$ cat src/rtl/devirq_pkg.sv
package devirq_pkg;
  localparam int EV_FRAME     = 0;
  localparam int EV_EP_FAST   = 1;
  localparam int EV_EP_SLOW   = 2;
  localparam int EV_DEV_STATE = 3;
  localparam int EV_CMD_EMPTY = 4;
  localparam int EV_DATA_FULL = 5;
  localparam int EV_RX_END    = 6;
  localparam int EV_TX_END    = 7;
  localparam int EV_REALIZED  = 8;
  localparam int EV_ERROR     = 9;
  localparam int EV_COUNT     = 10;

  localparam int ROUTE_W = 2;

  // word indices of the registers (byte address / 4)
  localparam int WRD_STATUS = 0;
  localparam int WRD_ENABLE = 1;
  localparam int WRD_CLEAR  = 2;
  localparam int WRD_ROUTE  = 3;

  // which status bits the routing register moves to the high line
  function automatic logic [EV_COUNT-1:0] hp_select(input logic [ROUTE_W-1:0] route);
    logic [EV_COUNT-1:0] m;
    m = '0;
    m[EV_FRAME]   = route[0];
    m[EV_EP_FAST] = route[1];
    return m;
  endfunction

  // hardware set vector: pulses plus the endpoint summary levels
  function automatic logic [EV_COUNT-1:0] set_merge(input logic [EV_COUNT-1:0] pulse,
                                                    input logic [1:0] summary);
    logic [EV_COUNT-1:0] s;
    s = pulse;
    s[EV_EP_FAST] = s[EV_EP_FAST] | summary[0];
    s[EV_EP_SLOW] = s[EV_EP_SLOW] | summary[1];
    return s;
  endfunction
endpackage

$ cat src/rtl/devirq_status.sv
module devirq_status #(
  parameter int NUM_EVT = 10
) (
  input  logic               clk,
  input  logic               rst_n,
  input  logic [NUM_EVT-1:0] set_vec,
  input  logic [NUM_EVT-1:0] clr_vec,
  output logic [NUM_EVT-1:0] status
);
  for (genvar i = 0; i < NUM_EVT; i++) begin : g_bit
    always_ff @(posedge clk) begin
      if (!rst_n) status[i] <= 1'b0;
      else if (set_vec[i]) status[i] <= 1'b1;
      else if (clr_vec[i]) status[i] <= 1'b0;
    end
  end


  sticky_hold_chk: assert property (@(posedge clk) disable iff (!rst_n)
    (set_vec == '0 && clr_vec == '0) |=> status == $past(status));

  set_wins_chk: assert property (@(posedge clk) disable iff (!rst_n)
    ((set_vec & clr_vec) != '0) |=> ((status & $past(set_vec & clr_vec)) == $past(set_vec & clr_vec)));

  clear_takes_chk: assert property (@(posedge clk) disable iff (!rst_n)
    ((clr_vec & ~set_vec) != '0) |=> ((status & $past(clr_vec & ~set_vec)) == '0));
endmodule

$ cat src/rtl/devirq_regif.sv
module devirq_regif
  import devirq_pkg::*;
#(
  parameter int DATA_W  = 32,
  parameter int ADDR_W  = 4,
  parameter int NUM_EVT = 10
) (
  input  logic               clk,
  input  logic               rst_n,
  input  logic [ADDR_W-1:0]  bus_addr,
  input  logic               bus_we,
  input  logic [DATA_W-1:0]  bus_wdata,
  output logic [DATA_W-1:0]  bus_rdata,
  input  logic [NUM_EVT-1:0] status,
  output logic [NUM_EVT-1:0] enable,
  output logic [NUM_EVT-1:0] hp_mask,
  output logic [NUM_EVT-1:0] clr_vec
);
  localparam int IDX_W = ADDR_W - 2;

  logic [IDX_W-1:0]   word;
  logic [ROUTE_W-1:0] route;
  logic               wr_enable, wr_clear, wr_route;
  logic               unused_bits;

  assign word        = bus_addr[ADDR_W-1:2];
  assign unused_bits = ^{bus_addr[1:0], bus_wdata[DATA_W-1:NUM_EVT]};
  assign wr_enable   = bus_we && (word == IDX_W'(WRD_ENABLE));
  assign wr_clear    = bus_we && (word == IDX_W'(WRD_CLEAR));
  assign wr_route    = bus_we && (word == IDX_W'(WRD_ROUTE));

  always_ff @(posedge clk) begin
    if (!rst_n) begin
      enable <= '0;
      route  <= '0;
    end else begin
      if (wr_enable) enable <= bus_wdata[NUM_EVT-1:0];
      if (wr_route)  route  <= bus_wdata[ROUTE_W-1:0];
    end
  end

  assign clr_vec = wr_clear ? bus_wdata[NUM_EVT-1:0] : '0;
  assign hp_mask = hp_select(route);

  always_comb begin
    bus_rdata = '0;
    if (word == IDX_W'(WRD_STATUS))      bus_rdata = DATA_W'(status);
    else if (word == IDX_W'(WRD_ENABLE)) bus_rdata = DATA_W'(enable);
    else if (word == IDX_W'(WRD_ROUTE))  bus_rdata = DATA_W'(route);
  end


  clear_only_on_write_chk: assert property (@(posedge clk) disable iff (!rst_n)
    (clr_vec != '0) |-> bus_we);

  enable_hold_chk: assert property (@(posedge clk) disable iff (!rst_n)
    !$past(wr_enable) |-> $stable(enable));
endmodule

$ cat src/rtl/devirq_route.sv
module devirq_route #(
  parameter int NUM_EVT = 10
) (
  input  logic               clk,
  input  logic               rst_n,
  input  logic [NUM_EVT-1:0] status,
  input  logic [NUM_EVT-1:0] enable,
  input  logic [NUM_EVT-1:0] hp_mask,
  output logic               irq_lp,
  output logic               irq_hp
);
  logic [NUM_EVT-1:0] active;
  logic               lp_next, hp_next;

  assign active  = status & enable;
  assign lp_next = |(active & ~hp_mask);
  assign hp_next = |(active & hp_mask);

  always_ff @(posedge clk) begin
    if (!rst_n) begin
      irq_lp <= 1'b0;
      irq_hp <= 1'b0;
    end else begin
      irq_lp <= lp_next;
      irq_hp <= hp_next;
    end
  end


  hp_needs_route_chk: assert property (@(posedge clk) disable iff (!rst_n)
    irq_hp |-> $past(hp_mask != '0));

  lp_needs_source_chk: assert property (@(posedge clk) disable iff (!rst_n)
    irq_lp |-> $past((status & enable) != '0));
endmodule

$ cat src/rtl/devirq_regblock.sv
module devirq_regblock
  import devirq_pkg::*;
#(
  parameter int DATA_W = 32,
  parameter int ADDR_W = 4
) (
  input  logic                clk,
  input  logic                rst_n,
  input  logic [ADDR_W-1:0]   bus_addr,
  input  logic                bus_we,
  input  logic [DATA_W-1:0]   bus_wdata,
  output logic [DATA_W-1:0]   bus_rdata,
  input  logic [EV_COUNT-1:0] evt_pulse,
  input  logic [1:0]          ep_summary,
  output logic                irq_lp,
  output logic                irq_hp
);
  logic [EV_COUNT-1:0] status, enable, hp_mask, clr_vec, set_vec;

  assign set_vec = set_merge(evt_pulse, ep_summary);

  devirq_regif #(.DATA_W(DATA_W), .ADDR_W(ADDR_W), .NUM_EVT(EV_COUNT)) u_regif (
    .clk(clk), .rst_n(rst_n), .bus_addr(bus_addr), .bus_we(bus_we),
    .bus_wdata(bus_wdata), .bus_rdata(bus_rdata), .status(status),
    .enable(enable), .hp_mask(hp_mask), .clr_vec(clr_vec));

  devirq_status #(.NUM_EVT(EV_COUNT)) u_status (
    .clk(clk), .rst_n(rst_n), .set_vec(set_vec), .clr_vec(clr_vec), .status(status));

  devirq_route #(.NUM_EVT(EV_COUNT)) u_route (
    .clk(clk), .rst_n(rst_n), .status(status), .enable(enable), .hp_mask(hp_mask),
    .irq_lp(irq_lp), .irq_hp(irq_hp));


  summary_fast_chk: assert property (@(posedge clk) disable iff (!rst_n)
    ep_summary[0] |=> status[EV_EP_FAST]);

  summary_slow_chk: assert property (@(posedge clk) disable iff (!rst_n)
    ep_summary[1] |=> status[EV_EP_SLOW]);
endmodule

$ cat config.mk
export PLATFORM = sky130hd
export DESIGN_NAME = devirq_regblock
export DESIGN_NICKNAME = d
export VERILOG_FILES = /design/src/rtl/devirq_pkg.sv /design/src/rtl/devirq_status.sv /design/src/rtl/devirq_regif.sv /design/src/rtl/devirq_route.sv /design/src/rtl/devirq_regblock.sv
export SDC_FILE = /design/constraint.sdc
export NUM_CORES = 1
export LEC_CHECK = 0
export ABC_AREA = 1
export BUFFER_PORTS_ARGS = -buffer_cell sky130_fd_sc_hd__clkbuf_2
export CORE_ASPECT_RATIO = 2
export CORE_UTILIZATION = 40
export CTS_CLUSTER_DIAMETER = 40
export DETAILED_ROUTE_END_ITERATION = 10
export PLACE_DENSITY_LB_ADDON = 0.25
export SLEW_MARGIN = 30
export SYNTH_ARGS = -nofsm -noshare
export SYNTH_HDL_FRONTEND = slang
export SYNTH_SLANG_ARGS = --single-unit
export TNS_END_PERCENT = 10
$ cat constraint.sdc
create_clock -name clk -period 1.07 [get_ports clk]
set_input_delay 0.107 -clock clk [delete_from_list [all_inputs] [get_ports clk]]
set_output_delay 0.107 -clock clk [all_outputs]
set_load 0.005 [all_outputs]
==> impl_metrics.tcl <==
set metrics [dict create \
    clock-root-buffer "clkbuf_8" \
    worst_slack_ns -0.00559 \
    die_x_um 41.6 \
    holdWs_ns 0.0401 \
    power.switching_w 0.000499 \
    wl_met1_mm 1.07 \
    postCtsSetupRepairBufs 0 \
    synth_mux_area_frac 0 \
    synth_compound_area_frac 0.224 \
    layout_min_cycle_time_ns 1.08 \
    drt_iter0_markers 12 \
    drcViolationCount 0 \
    synthTopCellsByCount "33 x inv_1, 29 x o21ai_0, 24 x dfxtp_1" \
    dp_slack_ns 0.0549 \
    ys_seq_area_frac 0.384 \
    maxUsedRoutingLayer "met4" \
    cts_tree "done" \
    status "complete, but fails checks" \
    die_h_um 81.1 \
    synthTopCellsByArea "dfxtp_1 38%, buf_4 14%, o21ai_0 12%" \
    instances_no_fill 259 \
    synthSimpleGateAreaFrac 0.136 \
    synth_seq_cells 24 \
    synth.distinct_cells 16 \
    maxCapViolations 0 \
    clkPwrFrac 0.383 \
    htree_levels 1 \
    crit_arrival_ns 0.97 \
    synth_top_family_by_area "buffers and inverters" \
    diodes 0 \
    critPathMaxFanout 3 \
    synth-xor-area-share 0 \
    setup-violations-final 1 \
    fin_crit_sh 1.01 \
    cp-end-kind "output port" \
    postSynthCellCount 181 \
    vdd_drop_max_mv 0.839 \
    reg2reg_from "u_regif.route[1]" \
    grt_overflow 0 \
    viasPerCell 4.62 \
    cts-buffers-inserted 3 \
    syn_area_um2 1250 \
    cts_hold_buf 0 \
    sw_frac_of_total 0.239 \
    p_comb_frac 0.143 \
    register_area_um2 495 \
    rows 28 \
    start_kind "flop" \
    required_ns 0.96 \
    slew_violations 0 \
    fmax_ghz 0.930 \
    critPathKind "reg -> out" \
    core-area_um2 2980 \
    multiInputGateArea_um2 544 \
    dp.final_hpwl_mm 2.13 \
    violations "setup timing" \
    synth.top_cell.area_share 0.384 \
    hold_violations 0 \
    seq_power_share 0.475 \
    placed_cell_area_um2 1460 \
    p_per_area_nw_per_um2 1340 \
    yosysTopAreaCell "dfxtp_1" \
    grt_pass1_wl_mm 4.64 \
    p_leak_nw 0.811 \
    intPower_w 0.00159 \
    routed_wl_mm 2.77 \
    route.met2.wl_mm 1.49 \
    grt_usage 0.179 \
    worstHoldPathType "in -> reg" \
    initial_utilization 0.421 \
    ant_nets 0 \
    r2r_cells 5 \
    grt_max_degree 15 \
    portBuffers 38 \
    synth_edf_count 0 \
    clkTransAtPathRegs_ns 0.09 \
    worst-r2r-setup-slack_ns 0.22 \
    grt_pass1_vias 1131 \
    synth-async-reset-ratio 0 \
    clk-insertion-delay-late_ns 0.27 \
    ys.flop_type "dfxtp_1" \
    cts_buffer_depth 2 \
    antenna_found_initial 0 \
    drive_above_1_share 0.323 \
    pin_count 85 \
    placedCellCount 255 \
    setup_tns_ns -0.00559 \
    wl_per_cell_um 10.7 \
    die-area_um2 3370 \
    drtPass1Iterations 4 \
    r2r_end "u_route.irq_lp" \
    rsz0062_at_grt "true" \
    startpoint "u_regif.enable[1]" \
    avgSynthCellArea_um2 6.92 \
    cts_sinks 24 \
    synth_fa_ha_area_frac 0 \
    finClkSkew_ns 0.00257 \
    design_area_um2 1560 \
    cp-endpoint "bus_rdata[1]" \
    ys_warn_count 0 \
    finalNetCount 281 \
    num_vias 1196 \
    area_delta_synth_final_pct 24.3 \
    fillers 340 \
    routabilityCongestion 0.775 \
    dr_wl_met3_um 117 \
    synth.most_common_cell "inv_1" \
]
-- critical path, stage by stage, from the launching register on --
cell and delay [ns]:
dfxtp_2 0.35, inv_2 0.04, o211ai_1 0.17, buf_2 0.15
-- through the flow --
step                      power (W)  utilization
after floorplan             0.00121            -
after global placement      0.00129        0.490
after detailed placement    0.00130        0.490
after CTS                   0.00210        0.515
after global routing        0.00218        0.523
final                       0.00208        0.523
-- routing by layer --
metal / vias up / track usage
met5: - / 0
met4: 0 / 0.119
met3: 7 / 0.0244
met2: 44 / 0.327
met1: 517 / 0.186
li1: 628 / -
-- cells in the final DEF, fill, tap and decap left out, types with 2 or more instances in the layout --
cell type / n
o21ai_2: 3
inv_1: 31
nor2_1: 6
buf_2: 4
nand3_1: 9
dfxtp_2: 12
clkbuf_2: 34
clkbuf_8: 3
conb_1: 22
buf_4: 12
o21ai_1: 6
o211ai_1: 2
a21oi_1: 23
dfxtp_1: 12
o21ai_0: 21
nand2_1: 23
inv_2: 3
-- sequential cells by signal, indices dropped and copies added, names as in the netlist --
| signal | cells |
|---|---|
| u_regif.enable | 10 |
| u_status.status | 10 |
| u_route.irq_lp | 1 |
| u_regif.route | 2 |
| u_route.irq_hp | 1 |
-- logic make-up (layout without fill, tap and decap cells) --
kind of cell,after synthesis,count (layout)
buffers and inverters,61,88
AO/OA/AOI/OAI,55,55
AND/OR/NAND/NOR,40,40
flip-flops,24,24
other,1,22
-- repair_timing --
item	CTS	global route
endpoints found under the setup margin	9	10
pin swaps	2	6
resized for setup	11	18
-- layout make-up --
class / count / area share
flip-flops and latches: 24 / 0.318
repair buffers: 50 / 0.180
clock buffers: 3 / 0.0265
well taps: 30 / 0.0241
inverters: 34 / 0.0820
multi-input cells: 117 / 0.350
clock inverters: 1 / 0.0193
-- power by group through the flow --
stage          clock network [W]  registers [W]  logic (W)
6_report                0.000797       0.000989   0.000297
5_1_grt                 0.000839       0.000998   0.000345
4_1_cts                 0.000816       0.000985   0.000295
3_5_place_dp                   0        0.00100   0.000291
3_3_place_gp                   0        0.00100   0.000287
2_1_floorplan                  0       0.000995   0.000212
-- worst min-delay path by stage --
stage	startpoint	end	slack (ns)	cells past startpoint
2_1_floorplan	evt_pulse[5]	u_status.status[5]	0.24	2
3_3_place_gp	evt_pulse[8]	u_status.status[8]	0.33	3
3_5_place_dp	evt_pulse[5]	u_status.status[5]	0.34	3
4_1_cts	evt_pulse[8]	u_status.status[8]	0.04	3
5_1_grt	evt_pulse[8]	u_status.status[8]	0.03	3
6_report	evt_pulse[8]	u_status.status[8]	0.04	3
Power figures use the tool's default switching activity.
